$ cat config.mk
export PLATFORM = sky130hd
export DESIGN_NAME = mon_slave
export DESIGN_NICKNAME = d
export VERILOG_FILES = /design/src/rtl/mon_pkg.sv /design/src/rtl/mon_rx_dup.sv /design/src/rtl/mon_frame_hold.sv /design/src/rtl/mon_slave.sv
export SDC_FILE = /design/constraint.sdc
export NUM_CORES = 1
export LEC_CHECK = 0
export BUFFER_PORTS_ARGS = -buffer_cell sky130_fd_sc_hd__buf_2
export CORE_UTILIZATION = 40
export DETAILED_ROUTE_END_ITERATION = 10
export PLACE_DENSITY = 0.63
export RECOVER_POWER = 50
export SYNTH_ARGS = -nofsm -noshare
export SYNTH_HDL_FRONTEND = slang
export SYNTH_HIERARCHICAL = 1
export SYNTH_SLANG_ARGS = --single-unit
$ cat constraint.sdc
create_clock -name clk -period 3.8 [get_ports clk]
set_input_delay 0.76 -clock clk [delete_from_list [all_inputs] [get_ports clk]]
set_output_delay 0.76 -clock clk [all_outputs]
set_load 0.01 [all_outputs]
$ cat src/rtl/mon_pkg.sv
package mon_pkg;

  typedef enum logic [2:0] {
    ST_IDLE,
    ST_ADDR,
    ST_WR,
    ST_FETCH,
    ST_LOAD,
    ST_SEND,
    ST_GAP,
    ST_ABORT
  } mon_state_e;

  typedef enum logic [1:0] {
    RX_FIRST,
    RX_SECOND,
    RX_HELD
  } rx_state_e;

endpackage

$ cat src/rtl/mon_rx_dup.sv
module mon_rx_dup
  import mon_pkg::*;
#(
  parameter int DW = 8
) (
  input  logic          clk,
  input  logic          rst,
  input  logic          en,
  input  logic          frame,
  input  logic          mx,
  input  logic [DW-1:0] data,
  output logic          ack,
  output logic          byte_ok,
  output logic          drop_err
);

  rx_state_e     st;
  logic [DW-1:0] held;

  assign byte_ok  = en && frame && (st == RX_SECOND) && mx && (data == held);
  assign drop_err = en && frame && (st == RX_SECOND) && !mx;

  always_ff @(posedge clk) begin
    if (rst || !en) begin
      st   <= RX_FIRST;
      held <= '0;
      ack  <= 1'b0;
    end else if (frame) begin
      case (st)
        RX_FIRST: begin
          if (mx) begin
            held <= data;
            st   <= RX_SECOND;
          end
        end
        RX_SECOND: begin
          if (!mx) begin
            st <= RX_FIRST;
          end else if (data == held) begin
            st  <= RX_HELD;
            ack <= 1'b1;
          end else begin
            held <= data;
          end
        end
        RX_HELD: begin
          if (!mx) begin
            st  <= RX_FIRST;
            ack <= 1'b0;
          end
        end
        default: st <= RX_FIRST;
      endcase
    end
  end

  // acknowledge only rises on a frame whose transmit bit was active
  a_r2_ack_on_frame: assert property (@(posedge clk) disable iff (rst)
    $rose(ack) |-> $past(frame && mx));

  // a lost second copy never leaves the acknowledge set
  a_r3_drop_no_ack: assert property (@(posedge clk) disable iff (rst)
    drop_err |=> !ack);

endmodule

$ cat src/rtl/mon_frame_hold.sv
module mon_frame_hold #(
  parameter int HOLD = 2
) (
  input  logic clk,
  input  logic rst,
  input  logic frame,
  input  logic cond,
  output logic hit
);

  localparam int CW = $clog2(HOLD + 1);

  logic [CW-1:0] cnt;

  assign hit = frame && cond && (cnt >= CW'(HOLD - 1));

  always_ff @(posedge clk) begin
    if (rst) begin
      cnt <= '0;
    end else if (frame) begin
      if (!cond) cnt <= '0;
      else if (cnt < CW'(HOLD)) cnt <= cnt + 1'b1;
    end
  end

  // the run counter saturates at its limit
  a_r4_cnt_bound: assert property (@(posedge clk) disable iff (rst)
    int'(cnt) <= HOLD);

endmodule

$ cat src/rtl/mon_slave.sv
module mon_slave
  import mon_pkg::*;
#(
  parameter int DW         = 8,
  parameter int NUM_REGS   = 60,
  parameter int AW         = $clog2(NUM_REGS),
  parameter int END_FRAMES = 2
) (
  input  logic          clk,
  input  logic          rst,
  input  logic          frame_tick,
  input  logic          dn_mx,
  input  logic          dn_mr,
  input  logic [DW-1:0] dn_data,
  input  logic [DW-1:0] bus_data,
  output logic          up_mx,
  output logic          up_mr,
  output logic [DW-1:0] up_data,
  output logic [AW-1:0] reg_addr,
  output logic          reg_wr,
  output logic [DW-1:0] reg_wdata,
  output logic          reg_rd,
  input  logic [DW-1:0] reg_rdata
);

  localparam logic [DW-1:0] CMD_RD = {1'b1, {(DW-1){1'b0}}};
  localparam logic [DW-1:0] CMD_WR = '0;
  localparam logic [DW-1:0] LIMIT  = DW'(NUM_REGS);

  mon_state_e    state;
  logic [DW-1:0] addr_q;
  logic [DW-1:0] tx_q;
  logic          is_rd;
  logic          sent_q;
  logic          addr_ack_q;
  logic          up_mx_q;

  logic rx_en, rx_ack, byte_ok, drop_err;
  logic eom_hit, nodata_hit, nodata_abort;

  assign rx_en = (state == ST_IDLE) || (state == ST_ADDR) || (state == ST_WR);

  mon_rx_dup #(.DW(DW)) u_rx (
    .clk      (clk),
    .rst      (rst),
    .en       (rx_en),
    .frame    (frame_tick),
    .mx       (dn_mx),
    .data     (dn_data),
    .ack      (rx_ack),
    .byte_ok  (byte_ok),
    .drop_err (drop_err)
  );

  mon_frame_hold #(.HOLD(END_FRAMES)) u_eom (
    .clk   (clk),
    .rst   (rst),
    .frame (frame_tick),
    .cond  (!dn_mx && !dn_mr),
    .hit   (eom_hit)
  );

  mon_frame_hold #(.HOLD(END_FRAMES)) u_nodata (
    .clk   (clk),
    .rst   (rst),
    .frame (frame_tick),
    .cond  (!dn_mx && dn_mr),
    .hit   (nodata_hit)
  );

  assign nodata_abort = nodata_hit && ((state == ST_ADDR) || (state == ST_WR));

  assign up_mr   = (rx_ack && rx_en) || addr_ack_q;
  assign up_mx   = up_mx_q;
  assign up_data = tx_q;

  always_ff @(posedge clk) begin
    if (rst) begin
      state      <= ST_IDLE;
      addr_q     <= '0;
      tx_q       <= '0;
      is_rd      <= 1'b0;
      sent_q     <= 1'b0;
      addr_ack_q <= 1'b0;
      up_mx_q    <= 1'b0;
      reg_addr   <= '0;
      reg_wr     <= 1'b0;
      reg_wdata  <= '0;
      reg_rd     <= 1'b0;
    end else begin
      reg_wr <= 1'b0;
      reg_rd <= 1'b0;
      if (frame_tick) addr_ack_q <= 1'b0;

      if (eom_hit) begin
        state   <= ST_IDLE;
        up_mx_q <= 1'b0;
      end else begin
        case (state)
          ST_IDLE: begin
            if (drop_err) begin
              state <= ST_ABORT;
            end else if (byte_ok) begin
              if (dn_data == CMD_RD) begin
                is_rd <= 1'b1;
                state <= ST_ADDR;
              end else if (dn_data == CMD_WR) begin
                is_rd <= 1'b0;
                state <= ST_ADDR;
              end else begin
                state <= ST_ABORT;
              end
            end
          end
          ST_ADDR: begin
            if (nodata_abort || drop_err) begin
              state <= ST_ABORT;
            end else if (byte_ok) begin
              if (dn_data >= LIMIT) begin
                state <= ST_ABORT;
              end else if (is_rd) begin
                addr_q     <= dn_data;
                reg_addr   <= dn_data[AW-1:0];
                reg_rd     <= 1'b1;
                addr_ack_q <= 1'b1;
                state      <= ST_FETCH;
              end else begin
                addr_q <= dn_data;
                state  <= ST_WR;
              end
            end
          end
          ST_WR: begin
            if (nodata_abort || drop_err) begin
              state <= ST_ABORT;
            end else if (byte_ok) begin
              if (addr_q < LIMIT) begin
                reg_addr  <= addr_q[AW-1:0];
                reg_wdata <= dn_data;
                reg_wr    <= 1'b1;
                addr_q    <= addr_q + 1'b1;
              end else begin
                state <= ST_ABORT;
              end
            end
          end
          ST_FETCH: state <= ST_LOAD;
          ST_LOAD: begin
            tx_q    <= reg_rdata;
            up_mx_q <= 1'b1;
            sent_q  <= 1'b0;
            state   <= ST_SEND;
          end
          ST_SEND: begin
            if (frame_tick) begin
              if (bus_data != tx_q) begin
                up_mx_q <= 1'b0;
                state   <= ST_ABORT;
              end else if (dn_mr && sent_q) begin
                up_mx_q <= 1'b0;
                addr_q  <= addr_q + 1'b1;
                state   <= ST_GAP;
              end else begin
                sent_q <= 1'b1;
              end
            end
          end
          ST_GAP: begin
            if (frame_tick) begin
              if (addr_q < LIMIT) begin
                reg_addr <= addr_q[AW-1:0];
                reg_rd   <= 1'b1;
                state    <= ST_FETCH;
              end else begin
                state <= ST_ABORT;
              end
            end
          end
          default: state <= ST_ABORT;
        endcase
      end
    end
  end

  // no write strobe reaches an out-of-range register
  a_r8_wr_in_range: assert property (@(posedge clk) disable iff (rst)
    reg_wr |-> (int'(reg_addr) < NUM_REGS));

  // read and write strobes never coincide
  a_r9_strobe_excl: assert property (@(posedge clk) disable iff (rst)
    !(reg_wr && reg_rd));

  // an aborted block keeps both handshake bits inactive
  a_r5_abort_silent: assert property (@(posedge clk) disable iff (rst)
    (state == ST_ABORT) |-> (!up_mr && !up_mx));

  // the byte on offer does not change while it is being sent
  a_r9_data_hold: assert property (@(posedge clk) disable iff (rst)
    ((state == ST_SEND) && ($past(state) == ST_SEND)) |-> $stable(up_data));

  // a collision while sending drops the transmit bit
  a_r11_collision: assert property (@(posedge clk) disable iff (rst)
    ((state == ST_SEND) && frame_tick && (bus_data != up_data)) |=> !up_mx);

  // the acknowledge bit only rises on a frame
  a_r2_mr_on_frame: assert property (@(posedge clk) disable iff (rst)
    $rose(up_mr) |-> $past(frame_tick));

endmodule

==> results of run 1 <==
## path summary, 6_finish.rpt
path / start / to / slack (ps)
worst min register to register: reg_wdata[5] / reg_wdata[5] / 470
worst max-delay path: u_rx/st[0] / addr_q[1] / 590
worst min-delay path: reg_wdata[5] / reg_wdata[5] / 470
worst max register to register: u_rx/st[0] / addr_q[1] / 590
## worst max-delay path, cell delays in order, from the launching register on
cell,delay [ps]
sky130_fd_sc_hd__dfxtp_1,750
sky130_fd_sc_hd__nor3b_2,370
sky130_fd_sc_hd__nand2_1,110
sky130_fd_sc_hd__nor4_1,630
sky130_fd_sc_hd__nor3b_1,280
sky130_fd_sc_hd__a211oi_1,130
sky130_fd_sc_hd__a21o_1,270
sky130_fd_sc_hd__nor3_2,350
sky130_fd_sc_hd__a311oi_1,140
## cell usage after synthesis (2+ instances only)
master,number,area share
sky130_fd_sc_hd__a211oi_1,3,0.0067
sky130_fd_sc_hd__a21boi_1,2,0.0045
sky130_fd_sc_hd__a21o_1,4,0.0089
sky130_fd_sc_hd__a21oi_1,39,0.058
sky130_fd_sc_hd__a311oi_1,8,0.021
sky130_fd_sc_hd__a31oi_1,12,0.022
sky130_fd_sc_hd__a41oi_1,2,0.0052
sky130_fd_sc_hd__and2_1,2,0.0037
sky130_fd_sc_hd__and3_1,9,0.017
sky130_fd_sc_hd__and4_1,4,0.010
sky130_fd_sc_hd__buf_2,3,0.0045
sky130_fd_sc_hd__buf_4,6,0.013
sky130_fd_sc_hd__buf_6,2,0.0067
sky130_fd_sc_hd__clkbuf_1,17,0.019
sky130_fd_sc_hd__dfxtp_1,54,0.32
sky130_fd_sc_hd__ha_1,3,0.011
sky130_fd_sc_hd__inv_1,14,0.016
sky130_fd_sc_hd__inv_2,2,0.0022
sky130_fd_sc_hd__mux2i_1,7,0.021
sky130_fd_sc_hd__nand2_1,44,0.049
sky130_fd_sc_hd__nand2b_1,8,0.015
sky130_fd_sc_hd__nand3_1,34,0.051
sky130_fd_sc_hd__nand3b_1,2,0.0045
sky130_fd_sc_hd__nand4_1,9,0.017
sky130_fd_sc_hd__nor2_1,14,0.016
sky130_fd_sc_hd__nor2b_1,5,0.0093
sky130_fd_sc_hd__nor3_1,8,0.012
sky130_fd_sc_hd__nor3b_1,3,0.0067
sky130_fd_sc_hd__nor4_1,12,0.022
sky130_fd_sc_hd__nor4b_1,4,0.010
sky130_fd_sc_hd__o211ai_1,12,0.027
sky130_fd_sc_hd__o21ai_0,7,0.010
sky130_fd_sc_hd__o31ai_1,3,0.0067
sky130_fd_sc_hd__o32ai_2,3,0.015
sky130_fd_sc_hd__o41ai_1,5,0.013
sky130_fd_sc_hd__or2_0,2,0.0037
sky130_fd_sc_hd__or3_1,3,0.0056
sky130_fd_sc_hd__xnor2_1,9,0.023
sky130_fd_sc_hd__xor2_1,8,0.021
## kinds of logic (layout without fill, tap and decap cells)
| family | Yosys count | after routing |
|---|---|---|
| compound gates | 112 | 112 |
| xor+xnor | 17 | 17 |
| fa+ha+maj | 3 | 3 |
| buf+inv | 45 | 80 |
| flops | 54 | 54 |
| mux | 7 | 7 |
| simple gates | 178 | 178 |
## state kept, by name, summed over array words and instances, names as in the netlist
signal        count
is_rd             1
state             3
reg_rd            1
up_mx             1
addr_ack_q        1
u_eom/cnt         2
u_nodata/cnt      2
u_rx/held         8
u_rx/ack          1
reg_addr          6
u_rx/st           2
up_data           8
addr_q            8
reg_wdata         8
reg_wr            1
sent_q            1
## final cells by class
| cell class | instances | area share |
|---|---|---|
| Multi-Input combinational cell | 317 | 0.5592 |
| Sequential cell | 54 | 0.2946 |
| Timing Repair Buffer | 56 | 0.06785 |
| Tap cell | 105 | 0.03580 |
| Clock buffer | 5 | 0.01875 |
| Inverter | 16 | 0.01637 |
| Clock inverter | 3 | 0.007501 |
## where the power goes
part / total, W / switching (W) / internal [W] / leakage [nW]
clock: 0.000356 / 0.000219 / 0.000137 / 0.0467
sequential: 0.000845 / 0.000171 / 0.000674 / 0.440
combinational: 0.00103 / 0.000633 / 0.000396 / 0.823
total: 0.00223 / 0.00102 / 0.00121 / 1.31
## layer usage
| layer | part of all wire | wire length, µm | global-route usage |
|---|---|---|---|
| met5 | 0 | 0 | 0 |
| met4 | 0.023 | 207 | 0.08333 |
| met3 | 0.077 | 708 | 0.03560 |
| met2 | 0.45 | 4079 | 0.3431 |
| met1 | 0.45 | 4170 | 0.2886 |
## metrics by stage
stage | worst slack (ps) | total power, W | std cells
3_3_place_gp | 669.2 | 0.001862 | 548
5_1_grt | 388.8 | 0.002386 | 556
4_1_cts | 669.5 | 0.002237 | 556
2_1_floorplan | 941.0 | 0.001665 | 416
6_report | 589.1 | 0.002231 | 556
3_5_place_dp | 559.9 | 0.001883 | 548
==> flow_summary.ini, run 1 <==
[logic_synthesis]
synth_net_count = 448
synth-xor-area-share = 0.04427
ys.flop_type = sky130_fd_sc_hd__dfxtp_1
synthesis.area_um2 = 3363
ys_seq_area_frac = 0.3214
synth_register_bits = 54
post_syn_instances = 416
synthAdderAreaFrac = 0.01116
netlist-cell-type-count = 67
dominant_combinational_cell_family_by_area_after_synthesis = simple AND/OR/NAND/NOR gates
post_synth.cell_area_avg_um2 = 8.085
synthArstFlopShare = 0
synth_compound_gate_area_share = 0.2374
post_synth_and_or_nand_nor_area_fraction = 0.3025
synth.area.mux_share = 0.02083
synth_enable_flop_cells = 0
yosys_warns = 6

[cells_and_area]
area_of_the_multi_input_gates_um2 = 2052
fraction_of_final_layout_cells_sized_beyond_drive_strength_1 = 0.1220
layout-area-overhead-vs-synth_pct = 9.115
fin_util = 0.4489
commonest_cells_after_routing_fill_and_taps_aside = sky130_fd_sc_hd__dfxtp_1 (54), sky130_fd_sc_hd__nand2_1 (44), sky130_fd_sc_hd__a21oi_1 (39)
most_common_cell_after_layout_fill_and_taps_aside = sky130_fd_sc_hd__dfxtp_1
diodes_inserted = 0
final.fill_count = 869
design.final.nets = 482
sequential_cell_area_um2 = 1081
post-route-cell-area_um2 = 3670

[drt]
detailroute.via_count = 3350
detailed_route_drc_error_count = 0
detail_route.vias_per_cell = 6.025
drt_pre_antenna_iters = 5
initialDrtViolationCount = 212
final_antenna_net_count = 0
routed_wire_length_per_instance_um = 16.48
wirelength_um = 9165

[die]
die_y_um = 93.70
ioPinCount = 55
initial_cell_density_of_the_core = 0.4114
area_enclosed_by_the_die_boundary_um2 = 8779
core_um2 = 8175
placementRows = 33
die_outline_width_um = 93.70

[clocking]
cts_tree = yes
clock_sink_count = 54
cts_made_buffers = 5
clock_tree.htree_level_count = 2
hold_buffers = 0
clk_lat_worst_skew_ps = 330
postCtsSetupBuffers = 0
cts.root.buffer_cell = sky130_fd_sc_hd__clkbuf_8
cts.reportedPaths.clkPinSlew_ps = 110
clk_path_buf_depth = 2
post_cts_resize_count = 0

[critical_path]
worst-setup-path-type = reg -> reg
crit_path_max_fanout = 21
worst_setup_path_end_kind = register
worstSetupStartpointType = register
worst_case_reg_to_reg_path_depth = 8
cp_data_arrival_time_ps = 3340
worstPathRequired_ps = 3930

[timing]
worst_pin_slew_ps = 1910
drv_slew = 44
finalCriticalPeriod_ps = 3211
post-route-period-util = 0.8450
worst_hold_slack_ps = 466.3
final-setup-viol-count = 0
max_slew_margin = -0.2734
hold_viol_final = 0
finClkSkew_ps = 9.793
fmax_mhz = 311.4
setup-tns-final_ps = 0
grt_setup_unrepaired = false

[grt]
globalRouteTotalUtil = 0.2150
global_route.overflow_total = 0
grt_pass1_vias = 3086
antenna_found_initial = 0
grt_max_degree = 44
global_route_wire_length_before_repair_um = 14970

[placed_design]
final_replace_weighted_congestion = 0.8710
placedInstanceArea_um2 = 3630
portBuffers = 54
place.detailed.hpwl_um = 6428

[pwr]
powerDensity_nw_per_um2 = 608.0
vdd_drop_max_v = 0.0003108
leakagePower_nw = 1.310

[hold_path]
worst_hold_path.num_cells = 2
worstHoldPathType = reg -> reg

[outcome]
failed_checks = capacitance limit, slew limit
outcome = complete, but fails checks

[job]
drv.max_cap_violation_count = 1
(Power assumes the default switching activity.)
==> inputs of run 2 (changes only) <==
--- a/config.mk
+++ b/config.mk
@@ -5,6 +5,7 @@
 export SDC_FILE = /design/constraint.sdc
 export NUM_CORES = 1
 export LEC_CHECK = 0
+export ABC_AREA = 1
 export BUFFER_PORTS_ARGS = -buffer_cell sky130_fd_sc_hd__buf_2
 export CORE_UTILIZATION = 40
 export DETAILED_ROUTE_END_ITERATION = 10
==> constraint.sdc (replaced) <==
create_clock -name clk -period 3 [get_ports clk]
set_input_delay 0.6 -clock clk [delete_from_list [all_inputs] [get_ports clk]]
set_output_delay 0.6 -clock clk [all_outputs]
set_load 0.01 [all_outputs]
==> run 2 against run 1 <==
- the flow now finishes without violations
- cell count rose by 17%
- combinational power rose by 11%
- global-route usage fell by 0.66 points
- first-iteration DRC count fell by 22%
- critical path depth rose by 4
- synthesized area fell by 5.9%
- power rose by 16%
- design area fell by 1.8%
- critical path type unchanged
- largest cell class unchanged
==> flow_summary.ini, run 2 <==
[outcome]
outcome = finished clean

[timing]
setup-tns-final_ps = 0
max_slew_margin = 0.4488
fmax_mhz = 415.6
final-setup-viol-count = 0
worst_pin_slew_ps = 825.9
drv_slew = 0
worst_hold_slack_ps = 460.4
finClkSkew_ps = 8.872
hold_viol_final = 0
worst_slack_ps = 593.9
post-route-period-util = 0.8020
grt_setup_unrepaired = false
finalCriticalPeriod_ps = 2406

[logic_synthesis]
post_synth.cell_area_avg_um2 = 6.408
synth_enable_flop_cells = 0
yosys_warns = 6
post_synth_main_area_contributors = sky130_fd_sc_hd__dfxtp_1 (34%), sky130_fd_sc_hd__nand2_1 (14%), sky130_fd_sc_hd__nor2_1 (11%)
synthesis.area_um2 = 3166
post_syn_instances = 494
dominant_combinational_cell_family_by_area_after_synthesis = simple AND/OR/NAND/NOR gates
post_synth_and_or_nand_nor_area_fraction = 0.3968
synth.cells.most_frequent = sky130_fd_sc_hd__nand2_1 (116), sky130_fd_sc_hd__nor2_1 (94), sky130_fd_sc_hd__inv_1 (66), sky130_fd_sc_hd__dfxtp_1 (54), sky130_fd_sc_hd__o21ai_0 (38)
ys.flop_type = sky130_fd_sc_hd__dfxtp_1
post-synth-top-count-cell = sky130_fd_sc_hd__nand2_1
synth_net_count = 526
synthAdderAreaFrac = 0.01186
synth_compound_gate_area_share = 0.1281
synth_largest_area_cell = sky130_fd_sc_hd__dfxtp_1
netlist-cell-type-count = 38
synth-xor-area-share = 0.01937
synth_register_bits = 54
synthArstFlopShare = 0
ys_seq_area_frac = 0.3415
synthDominantCellAreaShare = 0.3415
synth.area.mux_share = 0

[critical_path]
regToRegStartpoint = state[1]
cp_data_arrival_time_ps = 2620
worstSetupEndpoint = state[0]
worst_setup_path_end_kind = register
worst_case_reg_to_reg_path_depth = 12
timing.critical_path.from = state[1]
crit_path_max_fanout = 8
path_cells = a21oi_1, inv_1, nor4_1, inv_1, nand4_1, nand2_1, nor2_1, nand2_1, inv_1, nand3_1, nor2_1, nor2_1
cp_slowest_cell = sky130_fd_sc_hd__nor4_1
worst-setup-path-type = reg -> reg
regToRegSetupSlack_ps = 590
worstPathRequired_ps = 3210
timing.rr.end = state[0]
worstSetupStartpointType = register
timing.critical_path.slowest_cell_delay_ps = 570

[clocking]
cts_tree = yes
clk_path_buf_depth = 2
clk_lat_worst_skew_ps = 310
postCtsSetupBuffers = 0
post_cts_resize_count = 0
clock_tree.htree_level_count = 2
cts.reportedPaths.clkPinSlew_ps = 100
clock_sink_count = 54
cts_made_buffers = 5
cts.root.buffer_cell = sky130_fd_sc_hd__clkbuf_8
hold_buffers = 0

[cells_and_area]
diodes_inserted = 0
design.final.nets = 582
most_common_cell_after_layout_fill_and_taps_aside = sky130_fd_sc_hd__nand2_1
fraction_of_final_layout_cells_sized_beyond_drive_strength_1 = 0.1343
final.fill_count = 860
commonest_cells_after_routing_fill_and_taps_aside = sky130_fd_sc_hd__nand2_1 (116), sky130_fd_sc_hd__nor2_1 (95), sky130_fd_sc_hd__inv_1 (66)
sequential_cell_area_um2 = 1081
area_of_the_multi_input_gates_um2 = 1758
layout-area-overhead-vs-synth_pct = 13.87

[job]
drv.max_cap_violation_count = 0

[grt]
globalRouteTotalUtil = 0.2084
antenna_found_initial = 0
global_route_wire_length_before_repair_um = 14110
grt_pass1_vias = 2940
grt_max_degree = 31
global_route.overflow_total = 0

[drt]
detailed_route_drc_error_count = 0
drt_pre_antenna_iters = 7
detailroute.via_count = 3134
wirelength_um = 8002
initialDrtViolationCount = 166
detail_route.vias_per_cell = 4.799
final_antenna_net_count = 0
routed_wire_length_per_instance_um = 12.25

[die]
core_um2 = 7687
area_enclosed_by_the_die_boundary_um2 = 8274
ioPinCount = 55
placementRows = 32
initial_cell_density_of_the_core = 0.4118
die_y_um = 90.96
die_outline_width_um = 90.96

[placed_design]
final_replace_weighted_congestion = 0.8173
portBuffers = 54
pre_cts_ws_ps = 530.2
place.detailed.hpwl_um = 6144

[pwr]
vdd_drop_max_v = 0.0003054
leakagePower_nw = 1.637
total_power_w = 0.002596
powerDensity_nw_per_um2 = 720.2

[hold_path]
worstHoldPathType = reg -> reg
-- run 2: critical path: cells and delay by family, from the launching register on --
family          cells  cell delay, ps
simple gates        8            1320
flops               1             420
buf+inv             3             330
compound gates      1             240
-- run 2: how the worst min path moves through the flow --
| stage | startpoint | endpoint | slack (ps) | cells after the start |
|---|---|---|---|---|
| after CTS | is_rd | is_rd | 470 | 2 |
| after global placement | u_nodata/cnt[1] | u_nodata/cnt[1] | 450 | 2 |
| after floorplan | is_rd | is_rd | 420 | 2 |
| final | is_rd | is_rd | 460 | 2 |
| after global routing | is_rd | is_rd | 500 | 2 |
| after detailed placement | is_rd | is_rd | 450 | 2 |
-- run 2: cell type report --
class | count | area share
tap | 102 | 0.03540
inverter | 76 | 0.08053
clock buffer | 6 | 0.02291
clock inverter | 2 | 0.003471
timing repair buffer | 56 | 0.07011
sequential | 54 | 0.2999
multi-input combinational | 357 | 0.4877
-- run 2: through the flow --
step             util  cell area (µm²)  instances
3_5_place_dp   0.4611             3545        645
6_report       0.4689             3605        653
5_1_grt        0.4689             3605        653
2_1_floorplan       -             3166        494
3_3_place_gp   0.4611             3545        645
4_1_cts        0.4735             3640        653
-- run 2: per-layer routing --
layer | GRT usage | part of all wire | up-vias
li1 | - | - | 1660
met1 | 0.2779 | 0.48 | 1415
met2 | 0.3611 | 0.47 | 55
met3 | 0.03015 | 0.038 | 4
met4 | 0.03571 | 0.0060 | 0
met5 | 0 | 0 | -
-- run 2: logic make-up (layout without fill, tap and decap cells) --
| kind of cell | Yosys count | count (layout) |
|---|---|---|
| buffers and inverters | 83 | 140 |
| adders and majority gates | 3 | 3 |
| DFF | 54 | 54 |
| and+or+nand+nor | 271 | 271 |
| xor gates and xnor gates | 7 | 7 |
| AOI/OAI and AO/OA | 76 | 76 |
-- run 2: power by group --
group | leakage, nW | switching, W | internal [W]
Sequential | 0.440 | 0.000150 | 0.000869
Clock | 0.0472 | 0.000248 | 0.000186
Combinational | 1.15 | 0.000768 | 0.000375
==> inputs of run 3 (changes only) <==
--- a/config.mk
+++ b/config.mk
@@ -9,7 +9,7 @@
 export BUFFER_PORTS_ARGS = -buffer_cell sky130_fd_sc_hd__buf_2
 export CORE_UTILIZATION = 40
 export DETAILED_ROUTE_END_ITERATION = 10
-export PLACE_DENSITY = 0.63
+export PLACE_DENSITY = 0.66
 export RECOVER_POWER = 50
 export SYNTH_ARGS = -nofsm -noshare
 export SYNTH_HDL_FRONTEND = slang
==> constraint.sdc (replaced) <==
create_clock -name clk -period 2.2 [get_ports clk]
set_input_delay 0.44 -clock clk [delete_from_list [all_inputs] [get_ports clk]]
set_output_delay 0.44 -clock clk [all_outputs]
set_load 0.01 [all_outputs]
==> run 3 against run 2 <==
- sequential power is 33% higher
- count of clock-buffer cells in the layout fell by 1
- register-to-register slack lost 410 ps
- critical endpoint is now reg_addr[2]
- highest routed layer unchanged
==> flow_summary.ini, run 3 (same netlist as run 2, synthesis figures left out) <==
[critical_path]
worst_setup_path_end_kind = register
worstSetupStartpointType = register
regToRegStartpoint = state[1]
worstPathRequired_ps = 2420
crit_path_max_fanout = 8
worst-setup-path-type = reg -> reg
worst_case_reg_to_reg_path_depth = 14
cp_data_arrival_time_ps = 2240
regToRegSetupSlack_ps = 180
timing.rr.end = reg_addr[2]

[clocking]
cts.root.buffer_cell = sky130_fd_sc_hd__clkbuf_8
clk_lat_worst_skew_ps = 320
cts_tree = yes
clk_path_buf_depth = 2
clock_tree.htree_level_count = 2
postCtsSetupBuffers = 0
cts.reportedPaths.clkPinSlew_ps = 100
cts_made_buffers = 5
post_cts_resize_count = 0
clock_sink_count = 54
hold_buffers = 0

[die]
initial_cell_density_of_the_core = 0.4118
ioPinCount = 55
die_y_um = 90.96
core_um2 = 7687
placementRows = 32
die_outline_width_um = 90.96
area_enclosed_by_the_die_boundary_um2 = 8274

[placed_design]
final_replace_weighted_congestion = 0.9087
pre_cts_ws_ps = -50.27
place.detailed.hpwl_um = 6237
portBuffers = 54
place_inst = 660

[timing]
worst_slack_ps = 180.6
max_slew_margin = 0.5902
finClkSkew_ps = 12.58
hold_viol_final = 0
grt_setup_unrepaired = false
final-setup-viol-count = 0
worst_pin_slew_ps = 612.5
fmax_mhz = 495.2
drv_slew = 0
post-route-period-util = 0.9179
finalCriticalPeriod_ps = 2019

[pwr]
leakagePower_nw = 1.706
intPower_w = 0.001977
sw_frac_of_total = 0.4487
sequential_fraction_of_design_power = 0.379
powerDensity_nw_per_um2 = 962.7
vdd_drop_max_v = 0.0003393
clkPwrFrac = 0.162
total_switching_power_w = 0.001609
total_power_w = 0.003586
comb_power_share = 0.459

[drt]
detailed_route_drc_error_count = 0
routed_wire_length_per_instance_um = 11.94
met2RoutedLength_um = 3723
drt-met1-wl_um = 3831
maxUsedRoutingLayer = met4
initialDrtViolationCount = 196
drt_pre_antenna_iters = 4
final_antenna_net_count = 0
detail_route.vias_per_cell = 4.795
detailroute.wirelength.met3_um = 333
wirelength_um = 7974
detailroute.via_count = 3203

[outcome]
outcome = finished clean

[grt]
grt_max_degree = 23
global_route_wire_length_before_repair_um = 13620
global_route.overflow_total = 0
globalRouteTotalUtil = 0.1993
grt_pass1_vias = 2974
antenna_found_initial = 0

[hold_path]
worst_hold_path.num_cells = 3
worstHoldStart = reg_rdata[3]
min_delay_worst_endpoint = up_data[3]
worstHoldPathType = in -> reg

[cells_and_area]
diodes_inserted = 0
fraction_of_final_layout_cells_sized_beyond_drive_strength_1 = 0.1572
design.final.nets = 597
final.fill_count = 823
layout-area-overhead-vs-synth_pct = 17.67
sequential_cell_area_um2 = 1081
most_common_cell_after_layout_fill_and_taps_aside = sky130_fd_sc_hd__nand2_1
area_of_the_multi_input_gates_um2 = 1755
commonest_cells_after_routing_fill_and_taps_aside = sky130_fd_sc_hd__nand2_1 (116), sky130_fd_sc_hd__nor2_1 (96), sky130_fd_sc_hd__inv_1 (65)
instances_no_fill = 668

[job]
drv.max_cap_violation_count = 0
run 3: changes by cell type in the layout (fill, tap and decap cells not counted), sizes merged:
cell      change
buf          +14
clkinv        -1
clkinvlp      +1
inv           +1
run 3: final cells by class:
class / instances / area share
multi-input combinational: 357 / 0.4713
sequential: 54 / 0.2902
timing repair buffer: 71 / 0.1014
inverter: 76 / 0.07793
tap: 102 / 0.03426
clock buffer: 5 / 0.01847
clock inverter: 3 / 0.006382
run 3: worst max path at each step:
| stage | from | endpoint | depth (start not counted) |
|---|---|---|---|
| 2_1_floorplan | state[1] | state[0] | 13 |
| 3_3_place_gp | dn_data[2] | reg_wdata[2] | 12 |
| 3_5_place_dp | dn_data[2] | reg_wdata[5] | 12 |
| 4_1_cts | state[0] | reg_wdata[6] | 10 |
| 5_1_grt | u_rx/held[2] | reg_wdata[0] | 11 |
| 6_report | state[1] | reg_addr[2] | 14 |
run 3: power groups by stage:
stage               Clock (W)  Sequential (W)  Combinational (W)
global placement            0         0.00137            0.00164
CTS                  0.000602         0.00135            0.00167
detailed placement          0         0.00137            0.00166
global route         0.000640         0.00139            0.00187
finish               0.000581         0.00136            0.00165
floorplan                   0         0.00139            0.00119
run 3: metal layers:
| layer | GRT usage | up-vias |
|---|---|---|
| met5 | 0 | - |
| met3 | 0.02513 | 7 |
| met2 | 0.3314 | 71 |
| met1 | 0.2694 | 1433 |
| met4 | 0.05952 | 0 |
| li1 | - | 1692 |
run 3: stage by stage:
stage | TNS, ps | hold slack, ps | cell area (µm²) | util
floorplan | 0 | 423.8 | 3166 | -
global placement | 0 | 442.6 | 3670 | 0.4774
detailed placement | -290.2 | 444.3 | 3670 | 0.4774
CTS | 0 | 381.9 | 3762 | 0.4894
global route | 0 | 394.8 | 3725 | 0.4845
finish | 0 | 387.7 | 3725 | 0.4845
run 3: critical path, stage by stage (launching register included):
cell,delay [ps]
sky130_fd_sc_hd__dfxtp_1,350
sky130_fd_sc_hd__a21oi_1,110
sky130_fd_sc_hd__inv_1,90
sky130_fd_sc_hd__nor4_1,50
sky130_fd_sc_hd__buf_4,160
sky130_fd_sc_hd__nor2_1,110
sky130_fd_sc_hd__nand2_1,60
sky130_fd_sc_hd__nor2_1,180
sky130_fd_sc_hd__nand2_2,90
sky130_fd_sc_hd__nand2_2,90
sky130_fd_sc_hd__nand3_4,180
sky130_fd_sc_hd__nor2_8,200
sky130_fd_sc_hd__inv_2,80
sky130_fd_sc_hd__nor2_1,100
sky130_fd_sc_hd__nor2_1,50
